$ cat config.mk
export PLATFORM = sky130hd
export DESIGN_NAME = tlb_hit_buffer
export DESIGN_NICKNAME = d
export VERILOG_FILES = /design/src/rtl/tlb_pkg.sv /design/src/rtl/tlb_gray2bin.sv /design/src/rtl/tlb_tot_calc.sv /design/src/rtl/tlb_slot.sv /design/src/rtl/tlb_oldest_pick.sv /design/src/rtl/tlb_hit_buffer.sv
export SDC_FILE = /design/constraint.sdc
export NUM_CORES = 2
export LEC_CHECK = 0
export CAP_MARGIN = 25
export CORE_MARGIN = 2
export CORE_UTILIZATION = 50
export DETAILED_ROUTE_END_ITERATION = 16
export DONT_BUFFER_PORTS = 1
export SLEW_MARGIN = 20
export SYNTH_ARGS = -nofsm -noshare
export SYNTH_HDL_FRONTEND = slang
export SYNTH_SLANG_ARGS = --single-unit
export TNS_END_PERCENT = 10
$ cat constraint.sdc
create_clock -name clk -period 64 [get_ports clk]
set_input_delay 12.8 -clock clk [delete_from_list [all_inputs] [get_ports clk]]
set_output_delay 12.8 -clock clk [all_outputs]
set_load 0.05 [all_outputs]
$ cat src/rtl/tlb_pkg.sv
package tlb_pkg;
   typedef enum logic [1:0] {
      SLOT_FREE   = 2'd0,
      SLOT_WAIT   = 2'd1,
      SLOT_MARKED = 2'd2
   } slot_state_e;
endpackage

$ cat src/rtl/tlb_gray2bin.sv
module tlb_gray2bin #(
   parameter int W = 8
) (
   input  logic [W-1:0] gray_i,
   output logic [W-1:0] bin_o
);
   assign bin_o[W-1] = gray_i[W-1];
   for (genvar b = W - 2; b >= 0; b--) begin : g_bit
      assign bin_o[b] = bin_o[b+1] ^ gray_i[b];
   end
endmodule

$ cat src/rtl/tlb_tot_calc.sv
module tlb_tot_calc #(
   parameter int TS_W  = 8,
   parameter int TOT_W = 5
) (
   input  logic [TS_W-1:0]  le_i,
   input  logic [TS_W-1:0]  te_i,
   output logic [TOT_W-1:0] tot_o
);
   logic [TS_W-1:0] diff;
   assign diff = te_i - le_i;

   if (TOT_W >= TS_W) begin : g_wide
      assign tot_o = TOT_W'(diff);
   end else begin : g_sat
      localparam logic [TS_W-1:0] CAP = TS_W'((1 << TOT_W) - 1);
      assign tot_o = (diff > CAP) ? TOT_W'(CAP) : TOT_W'(diff);
   end
endmodule

$ cat src/rtl/tlb_slot.sv
module tlb_slot
   import tlb_pkg::*;
#(
   parameter int ROW_W   = 8,
   parameter int TS_W    = 8,
   parameter int TOT_W   = 5,
   parameter int LATENCY = 100
) (
   input  logic             clk,
   input  logic             rst_n,
   input  logic [TS_W-1:0]  now_i,
   input  logic             trig_i,
   input  logic             wr_en_i,
   input  logic [ROW_W-1:0] wr_row_i,
   input  logic [TS_W-1:0]  wr_le_i,
   input  logic [TOT_W-1:0] wr_tot_i,
   input  logic             rd_clr_i,
   output slot_state_e      state_o,
   output logic [ROW_W-1:0] row_o,
   output logic [TOT_W-1:0] tot_o,
   output logic [TS_W-1:0]  age_o
);
   localparam logic [TS_W-1:0] LAT = TS_W'(LATENCY);

   slot_state_e      state_q, state_d;
   logic [TS_W-1:0]  le_q;
   logic [ROW_W-1:0] row_q;
   logic [TOT_W-1:0] tot_q;
   logic [TS_W-1:0]  age;

   assign age = now_i - le_q;

   always_comb begin
      state_d = state_q;
      unique case (state_q)
         SLOT_FREE:   if (wr_en_i) state_d = SLOT_WAIT;
         SLOT_WAIT: begin
            if (trig_i && (age == LAT)) state_d = SLOT_MARKED;
            else if (age > LAT)         state_d = SLOT_FREE;
         end
         SLOT_MARKED: if (rd_clr_i) state_d = SLOT_FREE;
         default:     state_d = SLOT_FREE;
      endcase
   end

   always_ff @(posedge clk) begin
      if (!rst_n) begin
         state_q <= SLOT_FREE;
         le_q    <= '0;
         row_q   <= '0;
         tot_q   <= '0;
      end else begin
         state_q <= state_d;
         if (wr_en_i && (state_q == SLOT_FREE)) begin
            le_q  <= wr_le_i;
            row_q <= wr_row_i;
            tot_q <= wr_tot_i;
         end
      end
   end

   assign state_o = state_q;
   assign row_o   = row_q;
   assign tot_o   = tot_q;
   assign age_o   = age;

   // an exact-age trigger marks a waiting entry
   p_mark_exact_r4: assert property (@(posedge clk) disable iff (!rst_n)
      (state_q == SLOT_WAIT && trig_i && age == LAT) |=> (state_q == SLOT_MARKED));

   // a marked entry is released only by a read handshake
   p_marked_hold_r4: assert property (@(posedge clk) disable iff (!rst_n)
      (state_q == SLOT_MARKED && !rd_clr_i) |=> (state_q == SLOT_MARKED));

   // an over-age unmarked entry is released
   p_age_out_r6: assert property (@(posedge clk) disable iff (!rst_n)
      (state_q == SLOT_WAIT && age > LAT) |=> (state_q == SLOT_FREE));
endmodule

$ cat src/rtl/tlb_oldest_pick.sv
module tlb_oldest_pick #(
   parameter int DEPTH = 16,
   parameter int TS_W  = 8,
   parameter int IDX_W = 4
) (
   input  logic [DEPTH-1:0]           cand_i,
   input  logic [DEPTH-1:0][TS_W-1:0] age_i,
   output logic                       any_o,
   output logic [IDX_W-1:0]           idx_o
);
   logic [TS_W-1:0] best;

   always_comb begin
      any_o = 1'b0;
      idx_o = '0;
      best  = '0;
      for (int i = 0; i < DEPTH; i++) begin
         if (cand_i[i] && (!any_o || age_i[i] > best)) begin
            any_o = 1'b1;
            idx_o = IDX_W'(i);
            best  = age_i[i];
         end
      end
   end
endmodule

$ cat src/rtl/tlb_hit_buffer.sv
module tlb_hit_buffer
   import tlb_pkg::*;
#(
   parameter int ROW_W   = 8,
   parameter int TS_W    = 8,
   parameter int TOT_W   = 5,
   parameter int DEPTH   = 16,
   parameter int LATENCY = 100,
   parameter int OVF_W   = 8
) (
   input  logic             clk,
   input  logic             rst_n,
   input  logic             hit_valid,
   output logic             hit_ready,
   input  logic [ROW_W-1:0] hit_row,
   input  logic [TS_W-1:0]  hit_le_gray,
   input  logic [TS_W-1:0]  hit_te_gray,
   input  logic             trig,
   input  logic [TS_W-1:0]  ts_gray,
   output logic             out_valid,
   input  logic             out_ready,
   output logic [ROW_W-1:0] out_row,
   output logic [TOT_W-1:0] out_tot,
   output logic [OVF_W-1:0] ovf_cnt
);
   localparam int IDX_W = (DEPTH > 1) ? $clog2(DEPTH) : 1;

   if (DEPTH < 2) begin : g_chk_depth
      $error("tlb_hit_buffer: DEPTH must be at least 2");
   end
   if (LATENCY < 1 || LATENCY >= (1 << (TS_W - 1))) begin : g_chk_lat
      $error("tlb_hit_buffer: LATENCY must be in 1 .. 2**(TS_W-1)-1");
   end
   if (TOT_W < 1 || ROW_W < 1 || OVF_W < 1) begin : g_chk_w
      $error("tlb_hit_buffer: widths must be positive");
   end

   logic [TS_W-1:0]  now_bin, le_bin, te_bin;
   logic [TOT_W-1:0] new_tot;

   tlb_gray2bin #(.W(TS_W)) u_dec_now (.gray_i(ts_gray),     .bin_o(now_bin));
   tlb_gray2bin #(.W(TS_W)) u_dec_le  (.gray_i(hit_le_gray), .bin_o(le_bin));
   tlb_gray2bin #(.W(TS_W)) u_dec_te  (.gray_i(hit_te_gray), .bin_o(te_bin));

   tlb_tot_calc #(.TS_W(TS_W), .TOT_W(TOT_W)) u_tot (
      .le_i(le_bin), .te_i(te_bin), .tot_o(new_tot));

   slot_state_e                 slot_state [DEPTH];
   logic [ROW_W-1:0]            slot_row   [DEPTH];
   logic [TOT_W-1:0]            slot_tot   [DEPTH];
   logic [DEPTH-1:0][TS_W-1:0]  slot_age;
   logic [DEPTH-1:0]            free_vec, marked_vec;

   logic             accept, pop;
   logic [IDX_W-1:0] wr_idx, rd_idx;
   logic             any_free;

   always_comb begin
      any_free = 1'b0;
      wr_idx   = '0;
      for (int i = 0; i < DEPTH; i++) begin
         if (free_vec[i] && !any_free) begin
            any_free = 1'b1;
            wr_idx   = IDX_W'(i);
         end
      end
   end

   assign hit_ready = any_free;
   assign accept    = hit_valid && hit_ready;
   assign pop       = out_valid && out_ready;

   for (genvar s = 0; s < DEPTH; s++) begin : g_slot
      tlb_slot #(
         .ROW_W(ROW_W), .TS_W(TS_W), .TOT_W(TOT_W), .LATENCY(LATENCY)
      ) u_slot (
         .clk      (clk),
         .rst_n    (rst_n),
         .now_i    (now_bin),
         .trig_i   (trig),
         .wr_en_i  (accept && (wr_idx == IDX_W'(s))),
         .wr_row_i (hit_row),
         .wr_le_i  (le_bin),
         .wr_tot_i (new_tot),
         .rd_clr_i (pop && (rd_idx == IDX_W'(s))),
         .state_o  (slot_state[s]),
         .row_o    (slot_row[s]),
         .tot_o    (slot_tot[s]),
         .age_o    (slot_age[s])
      );
      assign free_vec[s]   = (slot_state[s] == SLOT_FREE);
      assign marked_vec[s] = (slot_state[s] == SLOT_MARKED);
   end

   tlb_oldest_pick #(.DEPTH(DEPTH), .TS_W(TS_W), .IDX_W(IDX_W)) u_pick (
      .cand_i (marked_vec),
      .age_i  (slot_age),
      .any_o  (out_valid),
      .idx_o  (rd_idx)
   );

   assign out_row = slot_row[rd_idx];
   assign out_tot = slot_tot[rd_idx];

   always_ff @(posedge clk) begin
      if (!rst_n)                       ovf_cnt <= '0;
      else if (hit_valid && !hit_ready) ovf_cnt <= ovf_cnt + OVF_W'(1);
   end

   // each refused offer advances the counter by one
   p_ovf_step_r7: assert property (@(posedge clk) disable iff (!rst_n)
      (hit_valid && !hit_ready) |=> (ovf_cnt == $past(ovf_cnt) + OVF_W'(1)));

   // the counter is untouched when nothing is refused
   p_ovf_hold_r7: assert property (@(posedge clk) disable iff (!rst_n)
      !(hit_valid && !hit_ready) |=> $stable(ovf_cnt));

   // a stalled output word holds
   p_out_stable_r9: assert property (@(posedge clk) disable iff (!rst_n)
      (out_valid && !out_ready) |=> (out_valid && $stable(out_row) && $stable(out_tot)));
endmodule

==> results_dict.tcl <==
set metrics [dict create \
    run_status "finished clean" \
    synth_top_cells_by_area "dfxtp_1, ha_1, nand2_1, nor2_1, a21oi_1" \
    worstSetupStartpoint "ts_gray[7]" \
    crit_required_ps 51200 \
    core_mm2 0.0528 \
    die_x_um 235 \
    cp_common_cell "ha_1" \
    grt_usage_pct 35.5 \
    fin_crit_sh_pct 95.9 \
    cts-buffers-inserted 40 \
    crit_slowest_cell "xor3_2" \
    tritoncts "yes" \
    endpoint_kind "output pin" \
    synthArstFlopShare_pct 0 \
    drv_slew 0 \
    ys_types 113 \
    yosysSeqAreaShare_pct 28.1 \
    drive_above_1_share_pct 7.26 \
    gp_congestion 0.968 \
    area_delta_synth_final_pct 7.54 \
    r2r-start "g_slot[0].u_slot.le_q[1]" \
    max_slew_margin_pct 24.7 \
    hpwl_um 75700 \
    num_rows 84 \
    nFillCells 5023 \
    cts_max_path_buffers 3 \
    peakVddDrop_uv 24.3 \
    netlist_area_mm2 0.0268 \
    crit_type "in2out" \
    max_cap_viol_count 0 \
    drt-initial-drc-count 2825 \
    clk_latency_ps 550 \
    dieArea_mm2 0.0554 \
    cts_sinks 376 \
    grt_pass1_wl_um 152000 \
    worstPathArrival_ps 48590 \
    r2r_end "g_slot[2].u_slot.state_o[1]" \
    p_per_area_mw_per_mm2 27.8 \
    yosysMostFrequentCell "nand2_1" \
    stdcell_area_mm2 0.0288 \
    dp.cells 3977 \
    avgSynthCellArea_um2 7.85 \
    postCtsSetupBuffers 0 \
    placed_area_mm2 0.0274 \
    htree_num_levels 2 \
    drc 0 \
    min_path_cells 2 \
    skew_ps 17.4 \
    wl_um 101000 \
    cts_repair_resize_count 0 \
    grt_overflow 0 \
    min_period_ps 61390 \
    route.vias.total 25600 \
    holdBufCountCts 0 \
    ant_nets 0 \
    crit_path_max_incr_delay_ps 850 \
    yosys.area.top_type "dfxtp_1" \
    pre_cts_slack_ps 2900 \
    synthTopCellsByCount "nand2_1, nor2_1, dfxtp_1, a21oi_1, ha_1" \
    die_h_um 235 \
    antenna_found_initial 1 \
    r2r_cells 148 \
    dr.pass1.iters 8 \
    wl_per_cell_um 24.9 \
    synth_nets 3699 \
    instances_no_fill 4052 \
    synth-edff-count 0 \
    max_freq_mhz 16.3 \
    ys_seq_elements 376 \
    multi_input_area_mm2 0.0178 \
    setup_violations 0 \
    r2r_slack_ps 30280 \
    syn_inst 3406 \
    start_kind "input pin" \
    worst_pin_slew_ps 1130 \
    ys.flop_type "dfxtp_1" \
    rsz0062_at_grt "false" \
    start_util_pct 50.7 \
    netlist.area_leader.share_pct 28.1 \
    io_pins 60 \
    finalHoldViolCount 0 \
    hp-start "g_slot[5].u_slot.row_o[7]" \
    hp-class "reg2reg" \
    path_max_fanout 37 \
    fin_tns_setup_ps 0 \
    regArea_mm2 0.00753 \
    power.leakage_nw 10.7 \
    grt_max_degree 104 \
    layout.nets 3627 \
    viasPerCell 6.32 \
    clk_pin_slew_ps 50 \
    ctsRootBufferMaster "clkbuf_16" \
    setup_slack_ps 2610 \
    holdWs_ps 453 \
    min_to "g_slot[5].u_slot.row_o[7]" \
    grt_pass1_vias 24800 \
    port-buffer-count 0 \
    yosysWarningCount 0 \
]
[routing by layer]
layer	global-route usage (%)	routed length, µm	vias to the layer above
li1	-	-	11900
met1	49.5	44400	12300
met2	54.7	43200	1194
met3	5.48	8860	231
met4	14.7	4500	0
met5	0	0	-
[where the power goes]
part           leakage [nW]  switching (mW)  internal [mW]
Sequential             3.03         0.00164          0.237
Combinational          7.05           0.219          0.111
Clock                 0.630          0.0983          0.132
Total                  10.7           0.319          0.480
[how the worst max path moves through the flow]
stage                      end  slack, ps
finish              out_row[4]       2610
global route        out_tot[1]        390
CTS                 out_row[4]       2780
detailed placement  out_row[4]       2900
global placement    out_row[4]       3690
floorplan           out_tot[2]       6530
[sequential cells by signal, summed over array words and instances (netlist names)]
signal,flops
g_slot.u_slot.row_o,128
ovf_cnt,8
g_slot.u_slot.tot_o,80
g_slot.u_slot.le_q,128
g_slot.u_slot.state_o,32
[metrics by stage]
| stage | utilization, % | power, mW |
|---|---|---|
| floorplan | - | 0.457 |
| global placement | 51.9 | 0.555 |
| detailed placement | 52.0 | 0.561 |
| CTS | 54.4 | 0.790 |
| global route | 54.5 | 0.838 |
| finish | 54.5 | 0.799 |
[cells in the final DEF (no fill, tap or decap), types with 17 or more instances in the layout]
cell       count
buf_4         61
fa_1          17
nor3_1        62
o21bai_1      18
nor2b_1       49
nand2_1      427
inv_1        198
a21o_1        68
ha_1         239
mux2_2        21
xnor2_1       63
nand4_1       51
a31oi_1       24
nand3_1       70
dfxtp_1      376
clkbuf_16     40
a21oi_1      273
a21boi_0      19
nand2b_1      38
mux2i_1       97
and3_1        27
xor2_1        43
nor2_1       396
a211oi_1     135
o21ai_0      119
o21a_1        54
o31ai_1       21
[cells by family after synthesis]
| kind of cell | after synthesis | share of synthesized area, % |
|---|---|---|
| multiplexers | 120 | 4.61 |
| flip-flops | 376 | 28.1 |
| XOR/XNOR | 120 | 4.51 |
| buffers and inverters | 382 | 5.78 |
| adder cells (fa/ha/maj) | 256 | 12.5 |
| AO/OA/AOI/OAI | 916 | 23.1 |
| AND/OR/NAND/NOR | 1236 | 21.4 |
[final cells by class]
type                       count  area share [%]
tap                          688            2.99
timing repair buffer          68            1.98
inverter                     200            2.64
antenna                        3          0.0261
multi-input combinational   2648            61.8
clock buffer                  58            4.10
sequential                   376            26.2
clock inverter                11           0.348
[critical path, delay by kind of cell]
family,cells,cell delay (ps)
buffers and inverters,16,3820
AO/OA/AOI/OAI,83,17800
XOR/XNOR,2,1410
AND/OR/NAND/NOR,33,7840
adder cells (fa/ha/maj),16,4820
Power figures use the tool's default switching activity.
